## src/rtl/rcr_pkg.sv

```systemverilog
package rcr_pkg;
  localparam int CW = 8;

  // bit positions inside the cause register
  localparam int B_OVF = 7;
  localparam int B_UNF = 6;
  localparam int B_WIN = 5;
  localparam int B_WDT = 4;
  localparam int B_PIN = 3;
  localparam int B_SW  = 2;
  localparam int B_POR = 1;
  localparam int B_BOR = 0;

  localparam logic [CW-1:0] POR_LOAD = 8'h3C;
  localparam logic [CW-3:0] BOR_HI   = 6'b001111;
  localparam logic [CW-2:0] VREG_HI  = 7'b0011001;

  localparam int NCLR = 4;

  typedef struct packed {
    logic por;
    logic bor;
    logic vreg;
    logic pin;
    logic wdt_to;
    logic wdt_wake;
    logic win;
    logic swrst;
    logic ovf;
    logic unf;
    logic irq_wake;
  } ev_t;
endpackage

```

## src/rtl/rcr_cause_next.sv

```systemverilog
module rcr_cause_next
  import rcr_pkg::*;
(
  input  logic [CW-1:0] cause_q,
  input  logic          por,
  input  logic          bor,
  input  logic          vreg,
  input  logic          pin,
  input  logic          wdt_to,
  input  logic          win,
  input  logic          swrst,
  input  logic          ovf,
  input  logic          unf,
  input  logic          stk_en,
  input  logic          sw_we,
  input  logic [CW-1:0] sw_wdata,
  output logic [CW-1:0] cause_d
);
  logic [CW-1:0]   base;
  logic [CW-1:0]   full;
  logic [NCLR-1:0] clr_hit;
  int              clr_pos [NCLR];

  assign clr_hit = {swrst, pin, wdt_to, win};

  always_comb begin
    clr_pos[0] = B_WIN;
    clr_pos[1] = B_WDT;
    clr_pos[2] = B_PIN;
    clr_pos[3] = B_SW;
  end

  always_comb begin
    base = sw_we ? sw_wdata : cause_q;
    if (por)       full = POR_LOAD;
    else if (bor)  full = {BOR_HI, base[B_POR], 1'b0};
    else if (vreg) full = {VREG_HI, base[B_BOR]};
    else           full = base;
    cause_d = full;
    for (int i = 0; i < NCLR; i++)
      if (clr_hit[i]) cause_d[clr_pos[i]] = 1'b0;
    if (stk_en && ovf) cause_d[B_OVF] = 1'b1;
    if (stk_en && unf) cause_d[B_UNF] = 1'b1;
  end
endmodule

```

## src/rtl/rcr_flag_next.sv

```systemverilog
module rcr_flag_next
  import rcr_pkg::*;
(
  input  rcr_pkg::ev_t ev,
  input  logic         asleep,
  input  logic         stk_en,
  input  logic         to_q,
  input  logic         pd_q,
  input  logic         rs_q,
  output logic         to_d,
  output logic         pd_d,
  output logic         rs_d,
  output logic         any_rst
);
  logic full_ld;
  logic pin_sl;
  logic any_wake;

  assign full_ld  = ev.por | ev.bor | ev.vreg;
  assign pin_sl   = ev.pin & asleep;
  assign any_wake = ev.wdt_wake | ev.irq_wake;
  assign any_rst  = full_ld | ev.pin | ev.wdt_to | ev.win | ev.swrst
                  | (stk_en & (ev.ovf | ev.unf));

  always_comb begin
    to_d = full_ld ? 1'b1 : to_q;
    pd_d = full_ld ? 1'b1 : pd_q;
    if (pin_sl || ev.irq_wake) begin
      to_d = 1'b1;
      pd_d = 1'b0;
    end
    if (ev.wdt_wake) pd_d = 1'b0;
    if (ev.wdt_wake || ev.wdt_to) to_d = 1'b0;
    if (any_rst)       rs_d = 1'b0;
    else if (any_wake) rs_d = 1'b1;
    else               rs_d = rs_q;
  end
endmodule

```

## src/rtl/rst_cause_rec.sv

```systemverilog
module rst_cause_rec
  import rcr_pkg::*;
(
  input  logic          clk,
  input  logic          rst,
  input  logic          asleep,
  input  logic          stk_rst_en,
  input  logic          ev_por,
  input  logic          ev_bor,
  input  logic          ev_vreg,
  input  logic          ev_pin,
  input  logic          ev_wdt_to,
  input  logic          ev_wdt_wake,
  input  logic          ev_win,
  input  logic          ev_swrst,
  input  logic          ev_ovf,
  input  logic          ev_unf,
  input  logic          ev_irq_wake,
  input  logic          sw_we,
  input  logic [CW-1:0] sw_wdata,
  output logic [CW-1:0] cause_q,
  output logic          to_q,
  output logic          pd_q,
  output logic          resume_pc2
);
  ev_t           ev;
  logic [CW-1:0] cause_d;
  logic          to_d, pd_d, rs_d, any_rst;

  assign ev = '{por: ev_por, bor: ev_bor, vreg: ev_vreg, pin: ev_pin,
                wdt_to: ev_wdt_to, wdt_wake: ev_wdt_wake, win: ev_win,
                swrst: ev_swrst, ovf: ev_ovf, unf: ev_unf,
                irq_wake: ev_irq_wake};

  rcr_cause_next u_cause (
    .cause_q (cause_q),
    .por     (ev_por),
    .bor     (ev_bor),
    .vreg    (ev_vreg),
    .pin     (ev_pin),
    .wdt_to  (ev_wdt_to),
    .win     (ev_win),
    .swrst   (ev_swrst),
    .ovf     (ev_ovf),
    .unf     (ev_unf),
    .stk_en  (stk_rst_en),
    .sw_we   (sw_we),
    .sw_wdata(sw_wdata),
    .cause_d (cause_d)
  );

  rcr_flag_next u_flag (
    .ev     (ev),
    .asleep (asleep),
    .stk_en (stk_rst_en),
    .to_q   (to_q),
    .pd_q   (pd_q),
    .rs_q   (resume_pc2),
    .to_d   (to_d),
    .pd_d   (pd_d),
    .rs_d   (rs_d),
    .any_rst(any_rst)
  );

  // registered state, synchronous reset
  always_ff @(posedge clk) begin
    if (rst) begin
      cause_q    <= POR_LOAD;
      to_q       <= 1'b1;
      pd_q       <= 1'b1;
      resume_pc2 <= 1'b0;
    end else begin
      cause_q    <= cause_d;
      to_q       <= to_d;
      pd_q       <= pd_d;
      resume_pc2 <= rs_d;
    end
  end

  a_r4_pin_clears: assert property (@(posedge clk) disable iff (rst)
    ev_pin |=> !cause_q[B_PIN]);

  a_r5_stk_ignored: assert property (@(posedge clk) disable iff (rst)
    (!stk_rst_en && (ev_ovf || ev_unf) && !sw_we && !ev_por && !ev_bor &&
     !ev_vreg && !ev_pin && !ev_wdt_to && !ev_wdt_wake && !ev_win &&
     !ev_swrst && !ev_irq_wake)
    |=> ($stable(cause_q) && $stable(to_q) && $stable(pd_q) && $stable(resume_pc2)));

  a_r7_reset_vec0: assert property (@(posedge clk) disable iff (rst)
    (ev_por || ev_bor || ev_pin || ev_win || ev_swrst) |=> !resume_pc2);

  a_r7_wake_resume: assert property (@(posedge clk) disable iff (rst)
    (ev_irq_wake && !any_rst) |=> resume_pc2);

  a_r6_wdt_wake_flags: assert property (@(posedge clk) disable iff (rst)
    ev_wdt_wake |=> (!to_q && !pd_q));

  a_r1_por_load: assert property (@(posedge clk) disable iff (rst)
    (ev_por && !ev_pin && !ev_wdt_to && !ev_win && !ev_swrst &&
     !(stk_rst_en && (ev_ovf || ev_unf)))
    |=> (cause_q == POR_LOAD));
endmodule

```

## config.mk

```make
export PLATFORM = sky130hd
export DESIGN_NAME = rst_cause_rec
export DESIGN_NICKNAME = d
export VERILOG_FILES = /design/src/rtl/rcr_pkg.sv /design/src/rtl/rcr_cause_next.sv /design/src/rtl/rcr_flag_next.sv /design/src/rtl/rst_cause_rec.sv
export SDC_FILE = /design/constraint.sdc
export NUM_CORES = 1
export LEC_CHECK = 0
export BUFFER_PORTS_ARGS = -buffer_cell sky130_fd_sc_hd__buf_4
export CAP_MARGIN = 20
export CORE_MARGIN = 2
export CORE_UTILIZATION = 25
export DETAILED_ROUTE_END_ITERATION = 16
export PLACE_DENSITY = 0.61
export SLEW_MARGIN = 20
export SYNTH_ARGS = -nofsm -noshare
export SYNTH_HDL_FRONTEND = slang
export SYNTH_HIERARCHICAL = 1
export SYNTH_SLANG_ARGS = --single-unit
export TNS_END_PERCENT = 50
```

## constraint.sdc

```tcl
create_clock -name clk -period 1 [get_ports clk]
set_clock_uncertainty 0.15 [all_clocks]
set_input_delay 0.15 -clock clk [delete_from_list [all_inputs] [get_ports clk]]
set_output_delay 0.15 -clock clk [all_outputs]
set_load 0.05 [all_outputs]
```

==> run_results.csv, run 1 <==
group,metric,value,unit
worst_hold_path,min_path_type,"in -> reg",
finish,layout_common_cells,"29 x buf_4, 8 x mux2i_1, 7 x buf_8",
floorplan,start_util,27.1,%
floorplan,die_h,50.8,um
floorplan,die_w,50.8,um
drt,drt_iter0_drc,16,
critical_path,crit_arrival,870,ps
place,place_area,908,sq um
timing,fin_crit,1170,ps
clock_tree,post_cts_buffers,0,
critical_path,startpoint_type,"flop",
finish,drive_above_1_share,64.4,%
clock_tree,clock-sinks,11,
timing,finalHoldViolCount,3,
synthesis,syn_avg_cell_area,9.61,sq um
drt,wire_per_inst,12.8,um
critical_path,critical_path_required,700,ps
floorplan,core-area,0.00202,sq mm
synthesis,synth_cells,57,
finish,final_cells,128,
power_and_ir_drop,irDropWorstVdd,0.820,mV
synthesis,yosys_warnings,6,
clock_tree,cts_inserted_buffers,3,
finish,fin_nets,126,
power_and_ir_drop,leakagePower,0.000457,uW
synthesis,syn_nets,81,
timing,rsz0062_at_grt,"true",
place,routabilityCongestion,0.728,
timing,relSlewSlack,81.2,%
finish,final_area,0.00103,sq mm
place,post-dp-hpwl,1230,um
place,port_buffers,34,
job,cap_violations,0,
finish,syn_to_final_growth,87.2,%
timing,fin_hold_ws,-2.27,ps
synthesis,synth_area,548,sq um
place,place_inst,123,
global_route,grt_pass1_vias,607,
critical_path,end_kind,"primary output",
timing,fin_crit_sh,117,%
outcome,status,"complete, but fails checks",
clock_tree,root_buffer,"clkbuf_4",
clock_tree,cts_tree,"built",
global_route,grt_max_degree,11,
timing,timing.fmax,858,MHz
timing,setup_tns,-975,ps
drt,ant_nets,0,
clock_tree,clk_latency,260,ps
timing,slew_violations,0,
floorplan,placementRows,16,
drt,remaining_drc_errors,0,
timing,tightest_slew,281,ps
drt,vias,591,
clock_tree,clkSlewWorstSetupHoldPaths,70,ps
drt,first_pass_iters,4,
power_and_ir_drop,power_density,1100,mW/mm^2
global_route,grt_pass1_wl,2760,um
outcome,violations,"hold timing, setup timing",
floorplan,dieArea,0.00258,sq mm
global_route,grt_remaining_overflow,0,
global_route,grtUsageTotal,14.7,%
floorplan,num_io_pins,35,
finish,final_common_cell,"buf_4",
clock_tree,cts_buffer_depth,2,
clock_tree,cts-htree-levels,1,
drt,drt-total-wl,1640,um
critical_path,cp_max_fo,2,
global_route,grt_antenna_before_repair,0,
timing,worst_slack,-165,ps
drt,via_per_inst,4.62,
timing,finalSetupViolCount,14,
finish,n_antenna_cell,0,
critical_path,path_class,"reg -> out",
-- timing repair --
item	CTS	global route
pin swaps	4	3
setup endpoints to repair	16	18
endpoints found under the hold margin	2	0
hold buffers	1	0
gates resized for setup	20	1
-- sequential cells by signal, summed over array words and instances (netlist names) --
signal / count
pd_q: 1
resume_pc2: 1
cause_q: 8
to_q: 1
-- per-stage QoR --
step | power (uW) | util, % | setup slack [ps]
final | 1130 | 50.7 | -165
after global routing | 1200 | 50.7 | -203
after CTS | 1140 | 50.5 | -173
after detailed placement | 800 | 44.9 | -179
after global placement | 797 | 44.9 | -179
after floorplan | 642 | - | -129
-- report_power, final --
part	switching [uW]	total [uW]	internal (uW)
registers	19.8	477	457
clock network	142	296	154
logic	172	353	181
total	334	1130	793
-- critical path, cell delays in order (launching register included) --
cell and delay (ps):
dfxtp_4 350, buf_6 110, buf_8 140
-- layer usage --
layer | up-vias | GRT usage [%] | part of all wire (%)
li1 | 295 | - | -
met1 | 264 | 17.5 | 42
met2 | 30 | 22.8 | 49
met3 | 2 | 4.68 | 7.8
met4 | 0 | 9.46 | 1.6
met5 | - | 0 | 0
-- area by class of cell --
cell class              count  area (sq um)
fillers                   191           996
repair buffers             42           389
multi-input cells          44           330
flip-flops and latches     11           246
well taps                  27          33.8
clock buffers               4          26.3
-- final timing paths --
kind,startpoint,endpoint,slack (ps),depth (start not counted)
setup / recovery,to_q,to_q,-170,2
hold / removal,rst,to_q,-2,2
setup reg to reg,to_q,to_q,-140,3
hold reg to reg,cause_q[4],cause_q[4],470,3
Note: power is estimated with default switching activity, not from simulation.
==> run 2: changes to the inputs <==
--- a/config.mk
+++ b/config.mk
@@ -10,7 +10,9 @@
 export CORE_MARGIN = 2
 export CORE_UTILIZATION = 25
 export DETAILED_ROUTE_END_ITERATION = 16
+export GPL_ROUTABILITY_DRIVEN = 0
 export PLACE_DENSITY = 0.61
+export SKIP_LAST_GASP = 1
 export SLEW_MARGIN = 20
 export SYNTH_ARGS = -nofsm -noshare
 export SYNTH_HDL_FRONTEND = slang
==> run 2 against run 1 <==
- the run still ends with hold timing, setup timing left
- fmax grew 0.77%
- worst hold slack gained 0.82 ps
- clock-buffer cell count is the same
- register-to-register slack gained 60 ps
- die area is the same
- routed wire length shrank 3.5%
- first-iteration DRC count shrank 75%
- sequential power is essentially flat
- global-route usage grew 0.062 points
==> run_results.csv, run 2 (synthesis gave the netlist of run 1 again) <==
group,metric,value,unit
clock_tree,root_buffer,"clkbuf_4",
power_and_ir_drop,power_density,1100,mW/mm^2
critical_path,path_delay_family,"flip-flops",
floorplan,start_util,27.1,%
drt,drt-total-wl,1590,um
drt,ant_nets,0,
floorplan,die_h,50.8,um
critical_path,critPathBufInv,2,
timing,fin_hold_ws,-1.45,ps
floorplan,dieArea,0.00258,sq mm
drt,vias,589,
global_route,use_met1,17.5,%
critical_path,end_kind,"primary output",
global_route,grtUsageMet2,23.0,%
clock_tree,cts-htree-levels,1,
drt,drt_iter0_drc,4,
finish,layout_common_cells,"29 x buf_4, 8 x mux2i_1",
place,place_area,908,sq um
finish,syn_to_final_growth,85.6,%
critical_path,critical_path_required,700,ps
finish,final_common_cell,"buf_4",
timing,relSlewSlack,81.2,%
floorplan,placementRows,16,
timing,setup_tns,-870,ps
floorplan,num_io_pins,35,
clock_tree,post_cts_buffers,0,
drt,first_pass_iters,4,
place,port_buffers,34,
finish,largest_register,"cause_q",
drt,remaining_drc_errors,0,
global_route,grt_antenna_before_repair,0,
critical_path,slowest_stage,"dfxtp_4",
finish,final_area,0.00102,sq mm
global_route,grtUsageMet3,4.68,%
worst_hold_path,min_path_type,"in -> reg",
timing,fin_crit_sh,116,%
global_route,grt_pass1_wl,2770,um
global_route,grt_remaining_overflow,0,
critical_path,cp_max_fo,2,
finish,register_area,246,sq um
timing,slew_violations,0,
timing,rsz0062_at_grt,"true",
outcome,violations,"hold timing, setup timing",
power_and_ir_drop,irDropWorstVdd,0.811,mV
clock_tree,clk_latency,260,ps
finish,multi_input_area,325,sq um
timing,worst_slack,-156,ps
clock_tree,clkSlewWorstSetupHoldPaths,70,ps
place,place_inst,123,
critical_path,cpPeakStageDelay,350,ps
timing,finalHoldViolCount,3,
finish,n_antenna_cell,0,
drt,wire_per_inst,12.4,um
finish,fill_cells,192,
timing,fin_crit,1160,ps
timing,tightest_slew,282,ps
timing,timing.fmax,865,MHz
drt,via_per_inst,4.60,
global_route,grt_max_degree,11,
floorplan,core-area,0.00202,sq mm
global_route,grtUsageTotal,14.8,%
critical_path,crit_chain,"buf_6 -> buf_8",
outcome,status,"complete, but fails checks",
clock_tree,cts_tree,"built",
clock_tree,cts_inserted_buffers,3,
finish,fin_nets,126,
global_route,busiest_layer,"met2",
power_and_ir_drop,leakagePower,0.000455,uW
timing,finalSetupViolCount,15,
finish,drive_above_1_share,63.4,%
place,post-dp-hpwl,1230,um
clock_tree,clock-sinks,11,
global_route,grt_pass1_vias,602,
floorplan,die_w,50.8,um
critical_path,crit_arrival,860,ps
critical_path,startpoint_type,"flop",
finish,largest_reg_flops,8,
clock_tree,cts_buffer_depth,2,
critical_path,path_class,"reg -> out",
finish,final_cells,128,
job,cap_violations,0,
==> run 2: what timing repair did <==
action | CTS | global route
hold buffers | 1 | 0
pin swaps | 0 | 2
hold endpoints to repair | 2 | 0
gates resized for setup | 15 | 4
endpoints found under the setup margin | 16 | 18
==> run 2: metal layers <==
metal / up-vias / share of wire, % / wire, um
met4: 0 / 1.7 / 27
li1: 296 / - / -
met5: - / 0 / 0
met1: 265 / 43 / 677
met3: 2 / 7.8 / 123
met2: 26 / 48 / 757
==> run 2: worst register-to-register path, delay by kind of cell, from the launching register on <==
kind | cells | cell delay, ps
and+or+nand+nor | 3 | 470
DFF | 1 | 350
==> run 2: worst paths after layout <==
check / startpoint / slack [ps] / endpoint / depth (start not counted)
setup / recovery: to_q / -160 / to_q / 2
hold / removal: rst / -1 / to_q / 2
setup reg to reg: resume_pc2 / -80 / resume_pc2 / 3
hold reg to reg: cause_q[4] / 490 / cause_q[4] / 3
==> run 2: report_power, final <==
group	internal (uW)	switching, uW
clock	154	142
sequential	457	18.9
combinational	179	169
==> run 2: cell type report <==
type	count	share of cell area, %
timing repair buffer	42	37.9
multi-input combinational	44	32.0
sequential	11	24.2
tap	27	3.32
clock buffer	4	2.58
==> run 2: through the flow <==
step                power [uW]  worst slack (ps)  utilization (%)
finish                    1120              -156             50.3
global route              1190              -201             50.3
CTS                       1130              -173             49.6
detailed placement         800              -179             44.9
global placement           797              -179             44.9
floorplan                  642              -129                -
